===== config.mk =====
export PLATFORM = sky130hd
export DESIGN_NAME = slp_wake_ctrl
export DESIGN_NICKNAME = d
export VERILOG_FILES = /design/src/rtl/slp_pkg.sv /design/src/rtl/slp_pin_edge.sv /design/src/rtl/slp_flags.sv /design/src/rtl/slp_wake_ctrl.sv
export SDC_FILE = /design/constraint.sdc
export NUM_CORES = 1
export LEC_CHECK = 0
export BUFFER_PORTS_ARGS = -buffer_cell sky130_fd_sc_hd__buf_2
export CAP_MARGIN = 10
export CORE_UTILIZATION = 30
export CTS_CLUSTER_DIAMETER = 50
export DETAILED_ROUTE_END_ITERATION = 16
export PLACE_DENSITY = 0.59
export SYNTH_ARGS = -nofsm -noshare
export SYNTH_HDL_FRONTEND = slang
export SYNTH_SLANG_ARGS = --single-unit
export TNS_END_PERCENT = 50

===== constraint.sdc =====
create_clock -name clk -period 1.6 [get_ports clk]
set_input_delay 0.32 -clock clk [delete_from_list [all_inputs] [get_ports clk]]
set_output_delay 0.32 -clock clk [all_outputs]
set_load 0.01 [all_outputs]

===== src/rtl/slp_pkg.sv =====
package slp_pkg;
  localparam int NCAUSE = 4;
  localparam int C_EXT = 0;
  localparam int C_WDT = 1;
  localparam int C_IRQ = 2;
  localparam int C_PIN = 3;
  localparam int A_FULL = 0;
  localparam int A_PART = 1;
  localparam int A_CONT = 2;
  localparam int A_VEC  = 3;

  typedef logic [NCAUSE-1:0] onehot_t;

  // priority: ext > wdt > irq > pin
  function automatic onehot_t pick_cause(logic ext, logic wdt, logic irq, logic pin);
    onehot_t c = '0;
    if (ext)      c[C_EXT] = 1'b1;
    else if (wdt) c[C_WDT] = 1'b1;
    else if (irq) c[C_IRQ] = 1'b1;
    else if (pin) c[C_PIN] = 1'b1;
    return c;
  endfunction

  function automatic onehot_t pick_act(onehot_t c, logic vec_ok);
    onehot_t a = '0;
    if (c[C_EXT])      a[A_FULL] = 1'b1;
    else if (c[C_WDT]) a[A_PART] = 1'b1;
    else if (c[C_IRQ]) a[vec_ok ? A_VEC : A_CONT] = 1'b1;
    else if (c[C_PIN]) a[A_CONT] = 1'b1;
    return a;
  endfunction
endpackage


===== src/rtl/slp_pin_edge.sv =====
module slp_pin_edge #(
  parameter int W = 8
) (
  input  logic         clk,
  input  logic         rst_n,
  input  logic [W-1:0] pin,
  input  logic [W-1:0] wken,
  output logic         fall_hit
);
  logic [W-1:0] s1, s2, prev;
  always_ff @(posedge clk or negedge rst_n) begin
    if (!rst_n) begin
      s1   <= '1;
      s2   <= '1;
      prev <= '1;
    end else begin
      s1   <= pin;
      s2   <= s1;
      prev <= s2;
    end
  end
  assign fall_hit = |(prev & ~s2 & wken);
endmodule


===== src/rtl/slp_flags.sv =====
module slp_flags (
  input  logic clk,
  input  logic rst_n,
  input  logic full_rst,
  input  logic halt_enter,
  input  logic wdt_wake,
  input  logic clr_wdt,
  output logic to_flag,
  output logic pd_flag
);
  always_ff @(posedge clk or negedge rst_n) begin
    if (!rst_n) begin
      to_flag <= 1'b0;
      pd_flag <= 1'b0;
    end else begin
      if (full_rst)        to_flag <= 1'b0;
      else if (wdt_wake)   to_flag <= 1'b1;
      else if (clr_wdt)    to_flag <= 1'b0;
      if (full_rst)        pd_flag <= 1'b0;
      else if (halt_enter) pd_flag <= 1'b1;
      else if (clr_wdt)    pd_flag <= 1'b0;
    end
  end
endmodule


===== src/rtl/slp_wake_ctrl.sv =====
module slp_wake_ctrl
  import slp_pkg::*;
#(
  parameter int PW   = 8,
  parameter int NIRQ = 4
) (
  input  logic            clk,
  input  logic            rst_n,
  input  logic            halt_req,
  input  logic            clr_wdt,
  input  logic            ext_rst,
  input  logic            wdt_ovf,
  input  logic [PW-1:0]   pa_pin,
  input  logic [PW-1:0]   pc_pin,
  input  logic [PW-1:0]   pa_wken,
  input  logic [PW-1:0]   pc_wken,
  input  logic [NIRQ-1:0] irq_flag,
  input  logic [NIRQ-1:0] irq_en,
  input  logic            stack_full,
  output logic            asleep,
  output logic            wake_valid,
  output logic [3:0]      wake_cause,
  output logic [3:0]      wake_act,
  output logic            to_flag,
  output logic            pd_flag
);
  localparam int NPORT = 2;

  logic [NPORT-1:0] port_hit;
  logic [PW-1:0]    pins  [NPORT];
  logic [PW-1:0]    wkens [NPORT];
  assign pins[0]  = pa_pin;
  assign pins[1]  = pc_pin;
  assign wkens[0] = pa_wken;
  assign wkens[1] = pc_wken;

  for (genvar p = 0; p < NPORT; p++) begin : g_port
    slp_pin_edge #(.W(PW)) u_edge (
      .clk(clk), .rst_n(rst_n), .pin(pins[p]), .wken(wkens[p]),
      .fall_hit(port_hit[p])
    );
  end

  // named internal events
  logic            halt_enter, ev_ext, ev_wdt, ev_irq, ev_pin, wake_now, vec_ok;
  logic [NIRQ-1:0] blk_mask, irq_live;
  onehot_t         cause_nxt, act_nxt;

  assign halt_enter = halt_req && !asleep && !ext_rst;
  assign irq_live   = irq_flag & ~blk_mask;
  assign ev_ext     = asleep && ext_rst;
  assign ev_wdt     = asleep && wdt_ovf;
  assign ev_irq     = asleep && (|irq_live);
  assign ev_pin     = asleep && (|port_hit);
  assign wake_now   = ev_ext || ev_wdt || ev_irq || ev_pin;
  assign vec_ok     = (|(irq_live & irq_en)) && !stack_full;
  assign cause_nxt  = pick_cause(ev_ext, ev_wdt, ev_irq, ev_pin);
  assign act_nxt    = pick_act(cause_nxt, vec_ok);

  always_ff @(posedge clk or negedge rst_n) begin
    if (!rst_n) begin
      asleep     <= 1'b0;
      blk_mask   <= '0;
      wake_valid <= 1'b0;
      wake_cause <= '0;
      wake_act   <= '0;
    end else begin
      wake_valid <= wake_now;
      if (halt_enter) begin
        asleep   <= 1'b1;
        blk_mask <= irq_flag;
      end else if (wake_now) begin
        asleep   <= 1'b0;
      end
      if (wake_now) begin
        wake_cause <= cause_nxt;
        wake_act   <= act_nxt;
      end else begin
        wake_cause <= '0;
        wake_act   <= '0;
      end
    end
  end

  slp_flags u_flags (
    .clk(clk), .rst_n(rst_n),
    .full_rst(ext_rst),
    .halt_enter(halt_enter),
    .wdt_wake(ev_wdt && !ev_ext),
    .clr_wdt(clr_wdt),
    .to_flag(to_flag), .pd_flag(pd_flag)
  );
endmodule


==> flow_summary.yaml, run 1 <==
finish:
  antenna_cells: 0
  num-nets-final: 229
  areaGrowthSynthToFinish_pct: 29.10
  drive_gt1_share_pct: 68.28
  postLayoutCellArea_sq_um: 2620
sta:
  hold_ws_ps: 91.34
  relSlewSlack_pct: 77.00
  fmax_mhz: 685.4
  skew_ps: 6.383
  hold_viol_final: 0
  min_period_ps: 1459
  tns_ps: 0
  setup_violations: 0
  timing.final.crit_share_pct: 91.19
  worst_pin_slew_ps: 344.6
  finalWorstSetupSlack_ps: 140.9
  drv_slew: 0
  rsz0062_at_grt: "no"
cts:
  htree_levels: 3
  cts_tree: "yes"
  cts_sinks: 62
  clkLatencyLatePin_ps: 320
  cts_inserted_buffers: 9
  root_buffer: "clkbuf_8"
  cts_resized: 0
  clk_path_buf_depth: 2
  cts_setup_buffers: 0
  path_clk_slew_ps: 60
  cts_hold_buf: 1
synthesis:
  yosys.area_share.simple_pct: 14.43
  synth_top_family_by_area: "simple AND/OR/NAND/NOR gates"
  synth_cell_types: 23
  netlist_area_sq_um: 2029
  synth_area_leader_cell: "dfstp_2"
  ys_ff_latch: 62
  syn_nets: 160
  ys_warn_count: 0
  synth_top_area_share_pct: 62.15
  synthMuxAreaShare_pct: 2.219
  synth_area_leaders: "dfstp_2 62%, dfrtp_1 17%, nand3b_1 6.3%"
  synth_compound_area_share_pct: 2.836
  synth_fa_ha_area_share_pct: 0
  syn-mean-instance-area_sq_um: 17.96
  syn_inst: 113
  synthXorXnorAreaFrac_pct: 0
  yosysSeqAreaShare_pct: 79.41
place:
  io_buffers: 58
  dp_hpwl_microns: 2453
  post-place-ws_ps: 129.1
  gp_congestion: 0.6578
  post_dp_cell_area_sq_um: 2421
floorplan:
  initial_core_util_pct: 31.60
  dieArea_sq_um: 7098
  die_height_microns: 84.25
  io_pins: 59
  coreArea_sq_um: 6422
  placement_rows: 29
  die_w_microns: 84.25
setup_path:
  cp_data_arrival_time_ps: 1640
  worstPathRequired_ps: 1780
  cp-start-kind: "flip-flop"
  crit_type: "flip-flop to flip-flop"
  cp_slowest_cell: "dfstp_2"
  crit_path_end_kind: "flip-flop"
  path_max_fanout: 4
  cp_slowest_stage_delay_ps: 530
  cp_cell_sequence: "nand3b_1 -> nand4_1 -> nor4_4 -> o22ai_1"
  r2r_slack_ps: 140
global_routing:
  grt_pass1_vias: 1233
  grt_max_degree: 63
  grt_usage_pct: 11.23
  use_met1_pct: 14.29
  grt_first_pass_wirelength_microns: 5858
  antenna_found_initial: 0
  use_met3_pct: 3.638
  overflow: 0
  met2_usage_pct: 16.17
  top_usage_layer: "met2"
power_and_ir_drop:
  p_per_area_nw_per_um2: 1244
  power_uw: 3259
  p_leak_uw: 0.001189
  ir_drop_uv: 691.9
flow_run:
  max-cap-violations: 0
detailed_routing:
  drc_errors: 4
  via_count: 1094
  drtPass1Iterations: 9
  drt_iter0_markers: 39
  wl_per_cell_microns: 13.01
  finalWirelength_microns: 3421
  via_per_inst: 4.160
  postRouteAntennaNets: 0
status:
  outcome: "finished with violations"
  violations: "DRC"
min_path:
  worst_hold_path_type: "input pin to flip-flop"
layer usage:
metal  part of all wire (%)  up-vias
met1                     45      522
met5                      0        -
met2                     48       36
met3                    5.1        5
li1                       -      531
met4                    1.4        0
synth_stat cells, drive strengths merged:
library cell and number:
dfstp 48, nand3b 17, dfrtp 14, mux2 4, nand4 4, nor2b 4, nor2 3, a21o 2
a22oi 2, and2 2, buf 2, inv 2, nor3b 2, nor4 2, a21oi 1, a31oi 1
a41o 1, nand3 1, o22ai 1
where the power goes:
group / internal [uW] / switching (uW)
clock: 755 / 533
sequential: 1710 / 39.9
combinational: 112 / 113
total: 2570 / 685
logic make-up (layout without fill, tap and decap cells):
| kind of cell | after synthesis | count (layout) |
|---|---|---|
| flops | 62 | 62 |
| simple gates | 35 | 35 |
| compound gates | 8 | 8 |
| mux | 4 | 4 |
| buf+inv | 4 | 77 |
final timing paths:
check / from / to / cells after the start
worst max-delay path: g_port[0].u_edge.s2[3] / wake_act[2] / 4
worst min-delay path: pa_pin[2] / g_port[0].u_edge.s1[2] / 1
worst max register to register: g_port[0].u_edge.s2[3] / wake_act[2] / 4
worst min register to register: g_port[1].u_edge.s1[5] / g_port[1].u_edge.s2[5] / 0
max in group asynchronous: rst_n / g_port[1].u_edge.prev[1] / 3
min in group asynchronous: rst_n / blk_mask[1] / 3
state kept, by name, summed over array words and instances, names as in the netlist:
signal,count
u_flags.pd_flag,1
blk_mask,4
g_port.u_edge.s2,16
g_port.u_edge.s1,16
asleep,1
wake_cause,2
wake_act,4
wake_valid,1
u_flags.to_flag,1
g_port.u_edge.prev,16
layout by cell type (no fill, tap or decap), types with 2 or more instances in the layout:
cell      count
dfstp_2      48
clkbuf_8     10
nor2b_4       2
nand4_1       4
nor2b_1       2
clkbuf_1      2
nand3b_1     17
nor2_1        3
mux2_1        4
a22oi_1       2
a21o_1        2
buf_2        58
dfrtp_1      14
nor4_4        2
critical path: cells and delay by family (launching register included):
kind | cells | cell delay [ps]
AND/OR/NAND/NOR | 3 | 630
AO/OA/AOI/OAI | 1 | 150
flip-flops | 1 | 530
layout make-up:
| cell class | count | area [sq um] |
|---|---|---|
| tap | 77 | 96.34 |
| fill | 590 | 3802 |
| timing repair buffer | 60 | 320.3 |
| sequential | 62 | 1612 |
| clock buffer | 12 | 145.1 |
| inverter | 2 | 7.507 |
| clock inverter | 3 | 43.79 |
| multi-input combinational | 47 | 395.4 |
through the flow:
step	std cells	utilization, %
2_1_floorplan	113	-
3_3_place_gp	247	37.70
3_5_place_dp	247	37.70
4_1_cts	263	40.79
5_1_grt	263	40.79
6_report	263	40.79
Note: power is estimated with default switching activity, not from simulation.
==> run 2, diff against run 1 <==
- ABC_AREA: unset -> 1
- CTS_BUF_LIST: unset -> sky130_fd_sc_hd__clkbuf_16
==> flow_summary.yaml, run 2 <==
status:
  outcome: "finished with violations"
  violations: "hold timing"
setup_path:
  crit_path_end_kind: "primary output"
  worstPathRequired_ps: 1280
  cp_data_arrival_time_ps: 1000
  cp-start-kind: "flip-flop"
  crit_type: "flip-flop to primary output"
  path_buf_inv: 1
  cp_slowest_stage_delay_ps: 490
  cp_cell_sequence: "buf_2"
  cp_slowest_cell: "dfrtp_1"
  path_max_fanout: 8
  cp_top_family: "flip-flops"
global_routing:
  grt_pass1_vias: 1399
  grt_first_pass_wirelength_microns: 6141
  antenna_found_initial: 0
  grt_usage_pct: 11.29
  overflow: 0
  grt_max_degree: 63
cts:
  cts_resized: 0
  cts_tree: "yes"
  root_buffer: "clkbuf_16"
  clkLatencyLatePin_ps: 320
  cts_sinks: 62
  path_clk_slew_ps: 50
  cts_inserted_buffers: 9
  cts_setup_buffers: 0
  clk_path_buf_depth: 2
  cts_hold_buf: 0
  htree_levels: 3
place:
  dp.cells: 346
  dp_hpwl_microns: 2680
  io_buffers: 58
  post-place-ws_ps: 319.7
  gp_congestion: 0.6516
floorplan:
  initial_core_util_pct: 31.65
  die_height_microns: 87.36
  io_pins: 59
  coreArea_sq_um: 6907
  die_w_microns: 87.36
  placement_rows: 30
  dieArea_sq_um: 7632
synthesis:
  syn-mean-instance-area_sq_um: 11.33
  ys_warn_count: 0
  synth_edf_count: 0
  netlist_area_sq_um: 2186
  syn_nets: 240
  synthArstFlopShare_pct: 100.0
  synthTopCellsByCount: "48 x dfstp_2, 38 x nand2_1, 26 x nor2_1"
  yosysMostFrequentCell: "dfstp_2"
  synth_area_leader_cell: "dfstp_2"
  ys_ff_latch: 62
  synthFlopType: "dfstp_2"
  synth_area_leaders: "dfstp_2 58%, dfrtp_1 16%, nand2_1 6.5%"
  syn_inst: 193
  synth_top_area_share_pct: 57.70
  yosysSeqAreaShare_pct: 73.73
  synth_cell_types: 19
detailed_routing:
  drt_iter0_markers: 29
  wl_per_cell_microns: 10.10
  via_count: 1439
  drc_errors: 0
  postRouteAntennaNets: 0
  via_per_inst: 3.975
  drtPass1Iterations: 3
  finalWirelength_microns: 3656
finish:
  drive_gt1_share_pct: 51.13
  top_regs: "g_port.u_edge.prev: 16 flops, g_port.u_edge.s1: 16 flops, g_port.u_edge.s2: 16 flops"
  antenna_cells: 0
  layout_common_cells: "58 x buf_2, 48 x dfstp_2, 38 x nand2_1"
  final_common_cell: "buf_2"
  instances_no_fill: 362
  num-nets-final: 308
  areaGrowthSynthToFinish_pct: 33.71
min_path:
  worst_hold_path_type: "input pin to asynchronous set/reset pin"
power_and_ir_drop:
  seq_power_share_pct: 43.1
  p_leak_uw: 0.001468
  pwr-share-comb_pct: 7.0
  p_per_area_nw_per_um2: 1396
  netSwitchingFraction_pct: 21.53
  power_switching_uw: 878.7
  p_clk_share_pct: 49.9
  p_int_uw: 3202
  ir_drop_uv: 596.4
sta:
  min_period_ps: 1323
  timing.final.crit_share_pct: 82.69
  tns_ps: 0
  worst_pin_slew_ps: 329.2
  hold_ws_ps: -15.04
  drv_slew: 0
  fmax_mhz: 755.9
  setup_violations: 0
  relSlewSlack_pct: 78.06
  finalWorstSetupSlack_ps: 277.0
  rsz0062_at_grt: "no"
  skew_ps: 5.372
  hold_viol_final: 2
flow_run:
  max-cap-violations: 0
run 2: cells by family (layout without fill, tap and decap cells):
group / count (synthesis) / after routing / synth area share, %
simple gates: 93 / 93 / 18.89
flops: 62 / 62 / 73.73
compound gates: 8 / 8 / 1.889
buf+inv: 30 / 103 / 5.495
run 2: layer usage:
metal / vias to the layer above / track usage [%] / routed length [microns]
li1: 731 / - / -
met1: 662 / 12.86 / 1566
met2: 37 / 17.33 / 1798
met3: 9 / 4.929 / 209
met4: 0 / 7.154 / 80
met5: - / 0 / 0
run 2: path summary, 6_finish.rpt:
path                                        start                endpoint  slack, ps  cells past startpoint
min in group clk                        pa_pin[4]  g_port[0].u_edge.s1[4]         90                      1
hold / removal                              rst_n             blk_mask[3]        -20                      2
hold reg to reg            g_port[1].u_edge.s1[4]  g_port[1].u_edge.s2[4]        350                      0
max in group asynchronous                   rst_n  g_port[0].u_edge.s2[5]       1280                      2
setup reg to reg           g_port[0].u_edge.s2[4]             wake_act[2]        320                      9
setup / recovery                           asleep                  asleep        280                      1
run 2: cell type report:
cell class | instances | area, sq um
clock inverters | 7 | 96.34
repair buffers | 59 | 310.3
flip-flops and latches | 62 | 1612
inverters | 28 | 105.1
multi-input cells | 101 | 454.2
clock buffers | 9 | 225.2
fillers | 707 | 3984
well taps | 96 | 120.1
run 2: power by group through the flow:
stage | registers, uW | clock network (uW) | logic [uW]
after CTS | 1760 | 2110 | 293
after global placement | 1780 | 0 | 288
after detailed placement | 1780 | 0 | 292
after floorplan | 1780 | 0 | 135
after global routing | 1770 | 2170 | 332
final | 1760 | 2040 | 284
run 2: per-stage QoR:
step / total power, uW / hold slack [ps] / instance area (sq um) / utilization, %
6_report: 4081 / -15.04 / 2923 / 42.32
5_1_grt: 4276 / 17.85 / 2923 / 42.32
4_1_cts: 4159 / 0.8423 / 2923 / 42.32
3_5_place_dp: 2075 / 347.2 / 2601 / 37.66
3_3_place_gp: 2068 / 345.5 / 2601 / 37.66
2_1_floorplan: 1920 / 24.41 / 2186 / -
